File: src/rtl/shist_pkg.sv
package shist_pkg;
  parameter int unsigned SH_NUM_CH = 8;
  parameter int unsigned SH_DEPTH  = 64;
  parameter int unsigned SH_DW     = 8;
endpackage

File: src/rtl/shist_seq.sv
module shist_seq #(
  parameter int unsigned NUM_CH = 8,
  parameter int unsigned DEPTH  = 64,
  parameter int unsigned DW     = 8,
  localparam int unsigned CH_W   = $clog2(NUM_CH),
  localparam int unsigned SLOT_W = $clog2(DEPTH)
) (
  input  logic                   clk,
  input  logic                   rst_n,
  input  logic                   tick_i,
  input  logic [NUM_CH*DW-1:0]   samples_i,
  output logic                   we_o,
  output logic [CH_W+SLOT_W-1:0] waddr_o,
  output logic [DW-1:0]          wdata_o,
  output logic                   busy_o,
  output logic [SLOT_W-1:0]      last_slot_o,
  output logic                   last_valid_o
);
  localparam logic [CH_W-1:0]   LAST_CH  = CH_W'(NUM_CH - 1);
  localparam logic [SLOT_W-1:0] LAST_SLT = SLOT_W'(DEPTH - 1);

  logic [DW-1:0] lane_w [NUM_CH];
  logic [DW-1:0] snap_q [NUM_CH];

  genvar g;
  generate
    for (g = 0; g < NUM_CH; g++) begin : g_lane
      assign lane_w[g] = samples_i[g*DW +: DW];
    end
  endgenerate

  logic              active_q, active_d;
  logic [CH_W-1:0]   ch_q, ch_d;
  logic [SLOT_W-1:0] slot_q, slot_d;
  logic [SLOT_W-1:0] lslot_q, lslot_d;
  logic              lvalid_q, lvalid_d;
  logic              start, finish;

  always_comb begin
    start    = tick_i && !active_q;
    finish   = active_q && (ch_q == LAST_CH);
    active_d = active_q;
    ch_d     = ch_q;
    slot_d   = slot_q;
    lslot_d  = lslot_q;
    lvalid_d = lvalid_q;
    if (start) begin
      active_d = 1'b1;
      ch_d     = '0;
    end else if (finish) begin
      active_d = 1'b0;
      slot_d   = (slot_q == LAST_SLT) ? '0 : slot_q + SLOT_W'(1);
      lslot_d  = slot_q;
      lvalid_d = 1'b1;
    end else if (active_q) begin
      ch_d = ch_q + CH_W'(1);
    end
  end

  always_ff @(posedge clk or negedge rst_n) begin
    if (!rst_n) begin
      active_q <= 1'b0;
      ch_q     <= '0;
      slot_q   <= '0;
      lslot_q  <= '0;
      lvalid_q <= 1'b0;
    end else begin
      active_q <= active_d;
      ch_q     <= ch_d;
      slot_q   <= slot_d;
      lslot_q  <= lslot_d;
      lvalid_q <= lvalid_d;
    end
  end

  // Snapshot register: data path only, loaded when a sequence starts
  always_ff @(posedge clk) begin
    if (start) begin
      for (int i = 0; i < NUM_CH; i++) snap_q[i] <= lane_w[i];
    end
  end

  assign we_o         = active_q;
  assign waddr_o      = {ch_q, slot_q};
  assign wdata_o      = snap_q[ch_q];
  assign busy_o       = active_q;
  assign last_slot_o  = lslot_q;
  assign last_valid_o = lvalid_q;

  p_start_ch0_r2: assert property (@(posedge clk) disable iff (!rst_n)
    $rose(active_q) |-> ch_q == '0);
  p_ch_step_r2: assert property (@(posedge clk) disable iff (!rst_n)
    (active_q && ch_q != LAST_CH) |=> (active_q && ch_q == $past(ch_q) + CH_W'(1)));
  p_tick_ignored_r4: assert property (@(posedge clk) disable iff (!rst_n)
    (active_q && tick_i && ch_q != LAST_CH) |=> ch_q != '0);
  p_slot_step_r5: assert property (@(posedge clk) disable iff (!rst_n)
    $fell(active_q) |-> (slot_q == (($past(slot_q) == LAST_SLT) ? '0 : $past(slot_q) + SLOT_W'(1))));
  p_last_slot_r5: assert property (@(posedge clk) disable iff (!rst_n)
    $fell(active_q) |-> (lslot_q == $past(slot_q) && lvalid_q));
  p_slot_hold_r4: assert property (@(posedge clk) disable iff (!rst_n)
    !$past(active_q) |-> $stable(slot_q));
endmodule

File: src/rtl/shist_mem.sv
module shist_mem #(
  parameter int unsigned AW = 9,
  parameter int unsigned DW = 8,
  localparam int unsigned WORDS = 1 << AW
) (
  input  logic          clk,
  input  logic          we_i,
  input  logic [AW-1:0] waddr_i,
  input  logic [DW-1:0] wdata_i,
  input  logic [AW-1:0] raddr_i,
  output logic [DW-1:0] rdata_o
);
  logic [DW-1:0] mem_q [WORDS];
  logic [DW-1:0] rd_q;

  always_ff @(posedge clk) begin
    if (we_i) mem_q[waddr_i] <= wdata_i;
    rd_q <= mem_q[raddr_i];
  end

  assign rdata_o = rd_q;
endmodule

File: src/rtl/shist_bypass.sv
module shist_bypass #(
  parameter int unsigned AW = 9,
  parameter int unsigned DW = 8
) (
  input  logic          clk,
  input  logic          rst_n,
  input  logic          we_i,
  input  logic [AW-1:0] waddr_i,
  input  logic [DW-1:0] wdata_i,
  input  logic [AW-1:0] raddr_i,
  input  logic [DW-1:0] mem_rdata_i,
  output logic [DW-1:0] rd_data_o
);
  logic          hit_d, hit_q;
  logic [DW-1:0] fwd_q;

  always_comb hit_d = we_i && (waddr_i == raddr_i);

  always_ff @(posedge clk or negedge rst_n) begin
    if (!rst_n) hit_q <= 1'b0;
    else        hit_q <= hit_d;
  end

  always_ff @(posedge clk) begin
    if (hit_d) fwd_q <= wdata_i;
  end

  assign rd_data_o = hit_q ? fwd_q : mem_rdata_i;

  p_fwd_r8: assert property (@(posedge clk) disable iff (!rst_n)
    (we_i && waddr_i == raddr_i) |=> rd_data_o == $past(wdata_i));
endmodule

File: src/rtl/shist_buf.sv
module shist_buf
  import shist_pkg::*;
#(
  parameter int unsigned NUM_CH = SH_NUM_CH,
  parameter int unsigned DEPTH  = SH_DEPTH,
  parameter int unsigned DW     = SH_DW,
  localparam int unsigned CH_W   = $clog2(NUM_CH),
  localparam int unsigned SLOT_W = $clog2(DEPTH),
  localparam int unsigned AW     = CH_W + SLOT_W
) (
  input  logic                 clk,
  input  logic                 rst_n,
  input  logic                 tick_i,
  input  logic [NUM_CH*DW-1:0] samples_i,
  input  logic [CH_W-1:0]      rd_ch_i,
  input  logic [SLOT_W-1:0]    rd_slot_i,
  output logic [DW-1:0]        rd_data_o,
  output logic                 busy_o,
  output logic [SLOT_W-1:0]    last_slot_o,
  output logic                 last_valid_o
);
  logic          we;
  logic [AW-1:0] waddr;
  logic [DW-1:0] wdata;
  logic [AW-1:0] raddr;
  logic [DW-1:0] mem_rdata;

  assign raddr = {rd_ch_i, rd_slot_i};

  shist_seq #(.NUM_CH(NUM_CH), .DEPTH(DEPTH), .DW(DW)) u_seq (
    .clk          (clk),
    .rst_n        (rst_n),
    .tick_i       (tick_i),
    .samples_i    (samples_i),
    .we_o         (we),
    .waddr_o      (waddr),
    .wdata_o      (wdata),
    .busy_o       (busy_o),
    .last_slot_o  (last_slot_o),
    .last_valid_o (last_valid_o)
  );

  shist_mem #(.AW(AW), .DW(DW)) u_mem (
    .clk     (clk),
    .we_i    (we),
    .waddr_i (waddr),
    .wdata_i (wdata),
    .raddr_i (raddr),
    .rdata_o (mem_rdata)
  );

  shist_bypass #(.AW(AW), .DW(DW)) u_byp (
    .clk         (clk),
    .rst_n       (rst_n),
    .we_i        (we),
    .waddr_i     (waddr),
    .wdata_i     (wdata),
    .raddr_i     (raddr),
    .mem_rdata_i (mem_rdata),
    .rd_data_o   (rd_data_o)
  );

  p_busy_window_r2: assert property (@(posedge clk) disable iff (!rst_n)
    $fell(busy_o) |-> $changed(last_slot_o) || last_slot_o == $past(last_slot_o) && last_valid_o);
endmodule

File: config.mk
export PLATFORM = sky130hd
export DESIGN_NAME = shist_buf
export DESIGN_NICKNAME = d
export VERILOG_FILES = /design/src/rtl/shist_pkg.sv /design/src/rtl/shist_seq.sv /design/src/rtl/shist_mem.sv /design/src/rtl/shist_bypass.sv /design/src/rtl/shist_buf.sv
export SDC_FILE = /design/constraint.sdc
export NUM_CORES = 2
export LEC_CHECK = 0
export BUFFER_PORTS_ARGS = -buffer_cell sky130_fd_sc_hd__buf_2
export CAP_MARGIN = 15
export CELL_PAD_IN_SITES_DETAIL_PLACEMENT = 0
export CELL_PAD_IN_SITES_GLOBAL_PLACEMENT = 2
export CORE_MARGIN = 1.5
export CORE_UTILIZATION = 45
export DETAILED_ROUTE_END_ITERATION = 10
export PLACE_DENSITY = 0.71
export SETUP_SLACK_MARGIN = 0.2
export SYNTH_ARGS = -nofsm -noshare
export SYNTH_HDL_FRONTEND = slang
export SYNTH_MEMORY_MAX_BITS = 65536
export SYNTH_SLANG_ARGS = --single-unit
File: constraint.sdc
create_clock -name clk -period 11.41 [get_ports clk]
set_input_delay 0.5705 -clock clk [delete_from_list [all_inputs] [get_ports clk]]
set_output_delay 0.5705 -clock clk [all_outputs]
set_load 0.05 [all_outputs]
# [Word level (Yosys, flattened, before mapping)]
# Memories as Yosys holds them, arrays and structs flattened. A register that Yosys moved wholly into a read port is not among the register bits.
# Cells that the tools add are included.
[word_totals] in_bits=76 memories=2 ram_bits=4160 ff_bits=26 wordCells=35
[classes] n_reduce_logical=8 n_eq_ne=4 addsub=2 muxes=11 bitwise_logic=1
[memory_table] memory="u_mem.mem_q" depth=512 word_bits=8 rd=1 rd_clocked_by_memory_dff=1 wr=1 line="shist_mem.sv:13" source="logic [DW-1:0] mem_q [WORDS];"
[memory_table] memory="u_seq.snap_q" depth=8 word_bits=8 rd=1 rd_clocked_by_memory_dff=0 wr=8 line="shist_seq.sv:23" source="logic [DW-1:0] snap_q [NUM_CH];"
[ops] operator="$eq A9 B9 Y1" count=1
[ops] operator="$mux W3" count=3
[ops] operator="$mux W8" count=1
[ops] operator="$add A6 B1 Y6 const B" count=1
[ops] operator="$eq A6 B6 Y1 const B" count=1
[ops] operator="$mux W1" count=6
[ops] operator="$mux W6" count=1
[ops] operator="$reduce_and A2 Y1" count=2
[ops] operator="$reduce_bool A2 Y1" count=2
[ops] operator="$add A3 B1 Y3 const B" count=1
[ops] operator="$eq A3 B3 Y1 const B" count=1
[ops] operator="$logic_and A1 B1 Y1" count=3
[ops] operator="$ne A2 B1 Y1 const B" count=1
[ops] operator="$logic_not A1 Y1" count=1
[ops] operator="$not A1 Y1" count=1

# [Logic depth before layout (Yosys ltp)]
[depth] ltp_word=4 mapped_depth=13 mapped_depth_nobuf=7

# [By module]
# From an unflattened synthesis, not the netlist that was laid out.
[hier_totals] cells_unflattened=8213 hier_area_um2=163595.7
[modules_own_cells] mod="shist_mem" seq_area_each_um2=123158.1 cells_per_inst=8030 area_per_inst_um2=159927.1 instances=1
[modules_own_cells] mod="shist_seq" seq_area_each_um2=2347.3 cells_per_inst=152 area_per_inst_um2=3196.8 instances=1
[modules_own_cells] mod="shist_bypass" seq_area_each_um2=265.3 cells_per_inst=31 area_per_inst_um2=471.7 instances=1

# [Worst setup path before layout]
# OpenSTA, ideal clock, no wires.
[synth_timing] path_kind="reg-to-reg" from="reg u_seq.ch_q[1]" to="reg u_byp.fwd_q[1], data pin" slack_ps=-619 n_path_buf=2 stages_incl_launch_ff=6 required_time_ps=8114 period_less_slack_ps=12029 t_arrival_ps=8734 path_cell_list="dfrtp_1 clkbuf_1 nor3_1 clkbuf_1 a22oi_1 nand4_1"
[synth_between] elab_chain_len=1
[synth_rtl] element="start, declared" line="shist_seq.sv:33" source="logic [CH_W-1:0] ch_q, ch_d;"
[synth_rtl] element="start signal, assigned" line="shist_seq.sv:69" source="ch_q <= ch_d;"
[synth_rtl] element="$mem_v2 Z8 W8"
[synth_rtl] element="named net u_byp.wdata_i[1]" line="shist_bypass.sv:9" source="input logic [DW-1:0] wdata_i,"
[synth_rtl] element="end signal, assigned" line="shist_bypass.sv:25" source="if (hit_d) fwd_q <= wdata_i;"
[synth_rtl] element="end, declared" line="shist_bypass.sv:15" source="logic [DW-1:0] fwd_q;"
# The timed path passes the listed nets, and every way through them passes these cells.
# A chain may end at the register's enable or synchronous reset.

# [Worst setup path in the final report]
[layout_timing] from="reg u_seq.ch_q[2]" to="mem u_mem.mem_q[47][5], data pin"
[layout_between] elab_chain_len=1
[layout_rtl] element="$mem_v2 Z8 W8"
[layout_rtl] element="named net u_byp.wdata_i[5]" line="shist_bypass.sv:9"
[layout_rtl] element="end, declared" line="shist_mem.sv:13"
# The timed path passes the listed nets, and every way through them passes these cells.

==> metrics.md <==
| Metric | Value |
|---|---|
| Status | `finished with violations` |
| Failing checks | `max-slew violations` |
| Synth Area in Compound Gates | `under 10%` |
| Vias | `approximately 84000` |
| CTS Buf Count | `422` |
| Final HPWL DP | `~270000 um` |
| Area leader, netlist | `edfxtp_1` |
| Register bit total from synthesis | `4194` |
| DRT Pass-1 Iters | `6` |
| CTS tree | `done` |
| Area share of xor/xnor cells in the synthesized design | `0.0588%` |
| Core Util, Final | `between 50% and 60%` |
| Post-synth EDFFs | `4168` |
| Largest net degree at the start of global routing | `roughly 200` |
| CP Class | `reg -> reg` |
| Synth Net Count | `slightly above 8000` |
| Arrival @ worst endpoint | `5300 ps` |
| Critical Path Sink Type | `flip-flop` |
| Final estimated routing congestion in global placement | `0.860` |
| Clock Latency Late Sink | `a little under 1000 ps` |
| Number of global-route vias before repair | `roughly 83000` |
| Mapped Avg Cell Area | `just under 20 um2` |
| Final Hold Vio Count | `0` |
| Final setup fails | `0` |
| Leak pwr | `around 58 nW` |
| Nets@finish | `~8500` |
| Seq/Total Area, Yosys | `between 70% and 80%` |
| Period minus WS final | `~4700 ps` |
| Unrepaired setup endpoints after global routing | `false` |
| # DRC | `0` |
| DIE AREA | `~370000 um2` |
| Commonest cells after routing, fill and taps aside | `4168 x edfxtp_1, 719 x mux2i_1, 687 x mux4_2, 553 x nor2_1, 430 x clkbuf_16` |
| Clock tree buffer depth | `4` |
| Routed Antenna Nets | `0` |
| Max H-tree Level | `5` |
| Crit path max fanout | `approximately 200` |
| Reg2reg setup slack | `6660 ps` |
| Pwr/cell area | `239 nW/um2` |
| CTS sink cnt | `4194` |
| Syn. warnings | `0` |
| Post-Synth Simple-Gate Area | `3.19%` |
| Count of buffers from port buffering | `91` |
| Cells after Synth | `between 8000 and 9000` |
| Worst slew pin tran | `1520 ps` |
| Synth top area cells | `edfxtp_1 76%, mux4_2 9.4%, mux2i_1 4.4%` |
| Setup TNS | `0 ps` |
| Post-synthesis mux area share | `14.0%` |
| FMAX | `around 0.21 GHz` |
| Synthesized cell area | `between 150000 and 200000 um2` |
| DR iter-0 viols | `around 9600` |
| Max_cap viols | `0` |
| Final-report max-slew violation count | `29` |
| IR Drop Worst-Case VDD | `about 0.44 mV` |
| Tot GR Track Use | `roughly 24%` |
| Rel. slew slack | `-1.47%` |
| WL/cell | `roughly 33 um` |
| Yosys top cell area share | `between 70 and 80%` |
| Initial Utilization | `a little under half` |
| Min Hold Slack | `around 73 ps` |
| Largest family of logic cells by synthesized area | `multiplexers` |
| R2R depth | `7` |
| CP Data Required Time | `11970 ps` |
| Element type at the critical path start | `flip-flop` |
| Share of cells above drive strength 1 | `a little under a fifth` |
| Worst clock skew | `63.2 ps` |
| GR Overflow Total | `0` |
| Ys async rst share | `less than 1%` |
| Filler Cells Inserted | `roughly 29000` |
| Die Ht | `606 um` |
| Reg clk slew, reported paths | `~60 ps` |
| Reg-to-reg critical path endpoint | `u_mem.mem_q[47][5]` |
| Initial antenna violation count | `37` |
| Post-Route WL | `between 400000 and 500000 um` |
| Hold Crit Class | `in -> async` |
| Commonest non-fill, non-tap cell in the layout | `edfxtp_1` |
| Row count | `221` |
| Die span in x | `roughly 610 um` |
| Ys flop type | `edfxtp_1` |
| Yosys cell types | `71` |
| Launch point of the worst reg-to-reg path | `u_seq.ch_q[2]` |
| P&R area growth vs syn | `11.9%` |
| Post-synthesis adder-cell area fraction | `less than 1%` |
| Clock root buffer | `clkbuf_16` |
| Global-route wire length before repair | `about 630000 um` |
| Core Region | `about 360000 um2` |
| I/O Pins | `between 90 and 100` |
| Vias per std cell | `between 6 and 7` |
| Fin crit share | `a little over two fifths` |
[kinds of logic after synthesis]
logic type,Yosys count
flops,4194
mux,1423
fa+ha+maj,6
xor+xnor,11
compound gates,934
simple gates,1134
buf+inv,535
[stage by stage]
stage / total power, mW / instance area [um2] / setup WS (ps) / std cells
5_1_grt: 45.1 / 183000 / 6520 / 13600
4_1_cts: 44.1 / 183000 / 6630 / 13600
3_5_place_dp: 30.5 / 169000 / 5880 / 12800
6_report: 43.9 / 183000 / 6660 / 13600
2_1_floorplan: 26.2 / 164000 / -505 / 8237
3_3_place_gp: 30.1 / 169000 / 5260 / 12700
[worst max path at each step]
stage          cells after the start                  to  slack (ps)           from
6_report                           7  u_mem.mem_q[47][5]        6660  u_seq.ch_q[2]
5_1_grt                            7  u_mem.mem_q[46][3]        6520  u_seq.ch_q[2]
4_1_cts                            7  u_mem.mem_q[44][3]        6630  u_seq.ch_q[2]
3_5_place_dp                      10    u_mem.rdata_o[4]        5880   rd_slot_i[0]
3_3_place_gp                      10    u_mem.rdata_o[1]        5260   rd_slot_i[0]
2_1_floorplan                      5      u_byp.fwd_q[1]        -500  u_seq.ch_q[1]
[flip-flops by register name, summed over array words and instances, names as in the netlist]
signal,cells
u_mem.mem_q,4096
u_seq.snap_q,64
u_byp.fwd_q,8
u_mem.rdata_o,8
u_seq.last_slot_o,6
u_seq.slot_q,6
u_seq.ch_q,3
u_byp.hit_q,1
u_seq.busy_o,1
u_seq.last_valid_o,1
[critical path, cell delays in order, from the launching register on]
cell,delay [ps]
dfrtp_1,670
nor3b_2,250
buf_4,420
a22o_1,200
a221oi_1,70
nand3_4,650
buf_12,620
buf_4,1000
[synth_stat cells (9+ instances only)]
cell	instances
dfrtp_1	18
nor3_1	179
mux2_2	15
mux2i_1	719
nand3_1	53
a22o_1	29
buf_12	17
a21oi_1	160
clkbuf_1	253
a31oi_1	15
nand4_1	50
edfxtp_1	4168
or2_2	11
buf_8	12
a2111oi_0	9
o221ai_1	265
nor2_1	556
nor4_1	44
a211oi_1	36
nor2b_1	11
nand2_1	131
buf_6	72
mux4_2	687
o21a_1	14
buf_2	83
and2_1	27
xnor2_1	11
buf_4	51
nor3b_1	13
o22ai_1	208
o21ai_0	88
nand2b_1	17
a22oi_1	48
o41ai_1	14
buf_1	40
[timing repair]
action                                 4_1_cts  5_1_grt
resized for setup                            0        0
endpoints found under the hold margin       82        0
buffers inserted                             0        0
hold buffers                                65        0
[per-layer routing]
layer,part of all wire [%],wire length (um),vias up,track usage (%)
met2,48,215000,3546,38.4
met1,41,186000,44800,34.2
met5,0.011,51,-,0
met3,8.3,37300,561,4.91
li1,-,-,34700,-
met4,2.3,10500,10,5.69
[where the power goes]
group	switching (mW)	internal [mW]	leakage (nW)
Clock	5.85	7.98	6.68
Combinational	6.85	0.918	13.1
Sequential	0.121	22.2	38.0
Total	12.8	31.1	57.7
[final cells by class]
cell class                      count  area [um2]  share of cell area, %
Inverter                            7        38.8                 0.0211
Multi-Input combinational cell   3508       35200                   19.2
Timing Repair Buffer              315        2680                   1.46
Tap cell                         4794        6000                   3.27
Antenna cell                        9        22.5                 0.0123
Clock inverter                    249        2560                   1.40
Sequential cell                  4194      126000                   68.6
Clock buffer                      523       11100                   6.07
Power figures use the tool's default switching activity.
